[config.mk]
export PLATFORM = sky130hd
export DESIGN_NAME = frac_clk_div
export DESIGN_NICKNAME = d
export VERILOG_FILES = /design/src/rtl/frac_clk_div.sv
export SDC_FILE = /design/constraint.sdc
export NUM_CORES = 1
export LEC_CHECK = 0
export ABC_AREA = 1
export BUFFER_PORTS_ARGS = -buffer_cell sky130_fd_sc_hd__clkbuf_2
export CORE_ASPECT_RATIO = 1.2
export CORE_MARGIN = 2
export CORE_UTILIZATION = 45
export CTS_CLUSTER_SIZE = 20
export DETAILED_ROUTE_END_ITERATION = 10
export PLACE_DENSITY_LB_ADDON = 0.05
export SYNTH_ARGS = -nofsm -noshare
export SYNTH_HDL_FRONTEND = slang
export SYNTH_SLANG_ARGS = --single-unit
[constraint.sdc]
create_clock -name clk -period 2.3 [get_ports clk]
set_input_delay 0.115 -clock clk [delete_from_list [all_inputs] [get_ports clk]]
set_output_delay 0.115 -clock clk [all_outputs]
set_load 0.01 [all_outputs]
[src/rtl/frac_clk_div.sv]
module frac_clk_div #(
  parameter int CODE_W = 3,
  parameter int ACC_W  = 4
) (
  input  logic              clk,
  input  logic              rst,
  input  logic              cfg_wr,
  input  logic [CODE_W-1:0] cfg_code,
  input  logic              vblank_start,
  output logic              clk_en,
  output logic [CODE_W-1:0] div_status
);
  localparam int SUM_W = ACC_W + 1;

  logic [CODE_W-1:0] shadow_q, active_q, shadow_d;
  logic              pend_q, pend_d, wr_ok, commit;
  logic [ACC_W-1:0]  acc_q;
  logic              tog_q, stage_en;
  logic [SUM_W-1:0]  acc_sum, half_div;

  function automatic logic [SUM_W-1:0] half_steps(input logic [1:0] c);
    case (c)
      2'd0:    half_steps = SUM_W'(2);
      2'd1:    half_steps = SUM_W'(3);
      2'd2:    half_steps = SUM_W'(4);
      default: half_steps = SUM_W'(8);
    endcase
  endfunction

  assign wr_ok    = cfg_wr && (cfg_code[CODE_W-1:2] == '0);
  assign shadow_d = wr_ok ? cfg_code : shadow_q;
  assign pend_d   = wr_ok || pend_q;
  assign commit   = vblank_start && pend_d;

  assign half_div = half_steps(active_q[1:0]);
  assign acc_sum  = SUM_W'(acc_q) + SUM_W'(2);
  assign stage_en = acc_sum >= half_div;

  always_ff @(posedge clk) begin
    if (rst) begin
      shadow_q <= '0;
      active_q <= '0;
      pend_q   <= 1'b0;
      acc_q    <= '0;
      tog_q    <= 1'b0;
    end else begin
      shadow_q <= shadow_d;
      if (commit) begin
        active_q <= shadow_d;
        pend_q   <= 1'b0;
        acc_q    <= '0;
        tog_q    <= 1'b0;
      end else begin
        pend_q <= pend_d;
        acc_q  <= stage_en ? ACC_W'(acc_sum - half_div) : ACC_W'(acc_sum);
        tog_q  <= tog_q ^ stage_en;
      end
    end
  end

  assign clk_en     = stage_en && tog_q;
  assign div_status = active_q;


  no_back_to_back_chk: assert property (@(posedge clk) disable iff (rst)
    clk_en |=> !clk_en);


  hold_without_vblank_chk: assert property (@(posedge clk) disable iff (rst)
    !vblank_start |=> $stable(div_status));


  same_cycle_write_chk: assert property (@(posedge clk) disable iff (rst)
    (vblank_start && cfg_wr && cfg_code[CODE_W-1:2] == '0) |=> div_status == $past(cfg_code));


  invalid_ignored_chk: assert property (@(posedge clk) disable iff (rst)
    (vblank_start && !pend_q && cfg_wr && cfg_code[CODE_W-1:2] != '0) |=> $stable(div_status));


  status_legal_chk: assert property (@(posedge clk) disable iff (rst)
    div_status[CODE_W-1:2] == '0);
endmodule

* Yosys cells after proc, flatten, opt, wreduce, memory -nomap -nowiden
Index checks and enable logic that the tools add are counted.
** Operators by class
- Add/subtract/negate cells :: 2
- Order comparisons :: 1
- Equal/unequal tests :: 2
- Muxes and demuxes :: 3
- Bitwise operators :: 2
- Reduce and logical (&&, ||, !) cells :: 6
** Operators by type and width (count)
- one-hot mux 4 bit (3 select lines) :: 1
- adder 4 x 2 -> 5 bit (second input constant) :: 1
- greater-or-equal comparator 5 x 4 -> 1 bit :: 1
- two-way mux 4 bit :: 1
- subtractor 4 bit :: 1
- logical AND 1 bit :: 3
- two-way mux 3 bit :: 1
- equality test 2 x 1 -> 1 bit (second input constant) :: 1
- equality test 2 bit (second input constant) :: 1
- logical NOT 2 bit :: 1
- OR reduction 2 bit :: 1
- logical OR 1 bit :: 1
- inverter 1 bit :: 1
- XOR 1 bit :: 1
** Storage, ports and cells
- Flip-flop bits (word level) :: 12
- Output and inout port bits :: 4
- Word-level logic and storage cells :: 21

* Longest topological paths before layout
- Depth in word-level cells :: 5
- Gate-level depth with buffers :: 12
- Gate-level depth less buffers :: 12

* Worst setup path before layout
Ideal clock, no wire load.
- Path type :: register -> register
- Start :: reg acc_q[1]
- End :: reg acc_q[0]
- Setup time :: 114 ps
- Arrival time :: 1504 ps
- Required time :: 2186 ps
- Path slack :: 682 ps
- Stages on the path, launching flop included :: 9
- Buffers on the path :: 0
- Clock period less this slack :: 1618 ps
- Cells stage by stage :: dfxtp_1 > ha_1 > ha_1 > a21oi_2 > nand2_2 > nand2_4 > nand2_4 > nor2_1 > nor2_2
** On the way
- Cells in the longest elaborated chain, start to end :: 3
** Ends and longest elaborated chain
- start: declaration :: line 17 : logic [ACC_W-1:0] acc_q;
- start signal: assignment :: line 55 : acc_q <= stage_en ? ACC_W'(acc_sum - half_div) : ACC_W'(acc_sum);
- adder 4 x 2 -> 5 bit :: line 36 : assign acc_sum = SUM_W'(acc_q) + SUM_W'(2);
- greater-or-equal comparator 5 x 4 -> 1 bit :: line 37 : assign stage_en = acc_sum >= half_div;
- two-way mux 4 bit :: line 55
No other way between the ends.
A chain may end at the register's enable or synchronous reset.

* Final worst setup path
- Start :: reg acc_q[1]
- End :: out clk_en
** On the way
- Cells in the longest elaborated chain, start to end :: 3
** Ends and longest elaborated chain
- adder 4 x 2 -> 5 bit :: line 36
- greater-or-equal comparator 5 x 4 -> 1 bit :: line 37
- logical AND 1 bit :: line 61 : assign clk_en = stage_en && tog_q;
- end: declaration :: line 10 : output logic clk_en,
No other way between the ends.

==> impl_metrics.env <==
export IMPL_outcome="finished clean"
export IMPL_yosys_area_share_xor_xnor=0.02397
export IMPL_routed_wire_length_per_instance_um=9.151
export IMPL_placedCellCount=123
export IMPL_antenna_violations_before_repair=0
export IMPL_floorplan_die_area_sq_mm=0.001963
export IMPL_slew_limit_headroom=0.8331
export IMPL_detail_route_antenna_nets=0
export IMPL_post_cts_hold_buffer_count=0
export IMPL_synth_fa_ha_area_frac=0.1130
export IMPL_timing_setup_tns_ns=0
export IMPL_sequential_share_of_power=0.262
export IMPL_vias_per_cell=4.429
export IMPL_synth_lib_cells_used_distinct=23
export IMPL_post_dp_cell_area_sq_um=798.3
export IMPL_clock_tree_htree_level_count=1
export IMPL_grt_pass1_wl_um=1835
export IMPL_clk_root_buffer_cell="clkbuf_4"
export IMPL_synthCells=97
export IMPL_yosys_area_share_simple=0.3356
export IMPL_comb_power_share=0.617
export IMPL_tritoncts="built"
export IMPL_part_of_the_cycle_the_worst_path_needs=0.9028
export IMPL_vdd_ir_drop_max_mv=0.5324
export IMPL_grt_overflow=0
export IMPL_layout_drive_gt1_share=0.3578
export IMPL_pin_count_of_the_biggest_net_entering_global_routing=8
export IMPL_clkSlewWorstSetupHoldPaths_ns=0.07
export IMPL_worst_slew_pin_slew_ns=0.2500
export IMPL_dp_final_hpwl_um=977.7
export IMPL_ioPinCount=11
export IMPL_grt_pass1_vias=464
export IMPL_post_place_ws_ns=0.5090
export IMPL_chipHeight_um=48.14
export IMPL_cp_cell_sequence="ha_1, ha_1, a21oi_2, nand2_2, nand2_4, nand2_4, inv_4, nor2_4, clkbuf_2"
export IMPL_cp_data_required_time_ns=2.18
export IMPL_p_leak_nw=0.4557
export IMPL_groute_usage_overall=0.1485
export IMPL_synth_compound_area_frac=0.05137
export IMPL_cp_start_kind="register"
export IMPL_finalInstanceArea_sq_um=820.8
export IMPL_final_max_slew_violation_count=0
export IMPL_cts_num_sinks=12
export IMPL_timing_max_cap_violations=0
export IMPL_clock_skew_ns=0.005423
export IMPL_die_w_um=40.79
export IMPL_synth_mux_area_fraction=0
export IMPL_worst_setup_path_type="reg -> out"
export IMPL_drt_drc_violations_left=0
export IMPL_internal_power_mw=0.5674
export IMPL_fillCellCount=156
export IMPL_final_critical_path_required_period_ns=2.076
export IMPL_achievable_frequency_mhz=481.6
export IMPL_design_core_area_sq_mm=0.001483
export IMPL_area_delta_synth_final_pct=12.33
export IMPL_first_iter_violations=8
export IMPL_worstSkewPairLatency_ns=0.27
export IMPL_timing_final_hold_violations=0
export IMPL_final_setup_worst_slack_ns=0.2235
export IMPL_critical_path_slowest_cell="ha_1"
export IMPL_cts_setup_buffers=0
export IMPL_antenna_diode_count=0
export IMPL_cp_peak_stage_delay_ns=0.35
export IMPL_synth_yosys_seq_area_share=0.3288
export IMPL_first_pass_iters=2
export IMPL_dr_total_vias=558
export IMPL_p_per_area_mw_per_mm2=1267
export IMPL_nNetsFinal=124
export IMPL_floorplan_initialDensity=0.4928
export IMPL_synthesis_nets=110
export IMPL_sw_frac_of_total=0.4544
export IMPL_total_power_mw=1.040
export IMPL_p_clk_frac=0.122
export IMPL_gp_congestion=0.6645
export IMPL_grt_setup_unrepaired="no"
export IMPL_ys_seq_elements=12
export IMPL_finalNonFillerCells=126
export IMPL_numCtsBuffers=3
export IMPL_avgSynthCellArea_sq_um=7.533
export IMPL_detail_route_wirelength_um=1153
export IMPL_port_buffer_count=10
export IMPL_timing_critical_path_to_type="output pin"
export IMPL_cp_max_fo=5
export IMPL_power_net_switching_mw=0.4725
export IMPL_critical_path_arrival_ns=1.96
export IMPL_timing_hold_worst_class="in -> reg"
export IMPL_synth_warnings=0
export IMPL_synth_top_family_by_area="simple AND/OR/NAND/NOR gates"
export IMPL_final_setup_viol_count=0
export IMPL_placementRows=15
export IMPL_cts_resized=0
export IMPL_cts_path_max_buffers=2
export IMPL_mappedNetlistArea_sq_um=730.7
[worst paths after layout]
kind / cells past startpoint / startpoint / slack, ns / end
worst min-delay path: 4 / rst / 0.12 / shadow_q[2]$_SDFF_PP0_
worst max-delay path: 9 / acc_q[1]$_SDFF_PP0_ / 0.22 / clk_en
worst max register to register: 8 / acc_q[1]$_SDFF_PP0_ / 0.56 / acc_q[2]$_SDFF_PP0_
worst min register to register: 2 / shadow_q[2]$_SDFF_PP0_ / 0.44 / shadow_q[2]$_SDFF_PP0_
[layout make-up]
cell class / count / area [sq um] / area share
inverters: 22 / 103.9 / 0.1265
well taps: 17 / 21.27 / 0.02591
multi-input cells: 62 / 382.9 / 0.4665
repair buffers: 10 / 50.05 / 0.06098
clock buffers: 3 / 22.52 / 0.02744
flip-flops and latches: 12 / 240.2 / 0.2927
[flip-flops by register name, summed over array words and instances (netlist names)]
register / flops
pend_q: 1
acc_q: 4
shadow_q: 3
tog_q: 1
div_status: 3
[placed cells by master (no fill, tap or decap), types with 2 or more instances in the layout]
cell type,n
nand2_1,23
nand3_1,5
clkbuf_2,10
nand2_2,6
dfxtp_1,12
inv_2,6
clkbuf_4,3
xnor2_1,2
nand2_4,2
nor2_1,5
nor2_2,7
inv_1,12
ha_1,5
[metrics by stage]
| stage | utilization | hold slack [ns] |
|---|---|---|
| finish | 0.5536 | 0.1157 |
| global placement | 0.5384 | 0.4005 |
| global route | 0.5536 | 0.1486 |
| floorplan | - | 0.2809 |
| CTS | 0.5536 | 0.1061 |
| detailed placement | 0.5384 | 0.4060 |
[Yosys cell counts (all sizes together)]
library cell / count / area share
clkinv: 2 / 0.017
nor2: 13 / 0.10
clkbuf: 1 / 0.0051
nand2: 31 / 0.20
xnor2: 2 / 0.024
a22oi: 1 / 0.010
a21oi: 2 / 0.019
inv: 19 / 0.10
o211ai: 1 / 0.010
fa: 1 / 0.027
bufinv: 1 / 0.024
nand3: 5 / 0.034
ha: 5 / 0.086
dfxtp: 12 / 0.33
o22a: 1 / 0.012
[worst max-delay path, delay by kind of cell (launching register included)]
kind,cells,cell delay (ns)
fa+ha+maj,2,0.67
flops,1,0.34
simple gates,4,0.29
compound gates,1,0.20
buf+inv,2,0.19
[per-layer routing]
| metal | GRT usage | part of all wire | vias up |
|---|---|---|---|
| met4 | 0.1000 | 0.010 | 0 |
| met5 | 0 | 0 | - |
| li1 | - | - | 315 |
| met2 | 0.2469 | 0.51 | 7 |
| met1 | 0.1600 | 0.44 | 234 |
| met3 | 0.04110 | 0.035 | 2 |
[cells by family (layout without fill, tap and decap cells)]
logic type,count (synthesis),in the layout
simple gates,49,49
fa+ha+maj,6,6
buf+inv,23,35
flops,12,12
xor+xnor,2,2
compound gates,5,5
[power groups by stage]
stage / combinational (mW) / clock [mW] / sequential (mW)
after floorplan: 0.558 / 0 / 0.273
after global placement: 0.647 / 0 / 0.277
after detailed placement: 0.653 / 0 / 0.277
after CTS: 0.657 / 0.134 / 0.272
after global routing: 0.725 / 0.139 / 0.279
final: 0.641 / 0.126 / 0.272
Power figures use the tool's default switching activity.
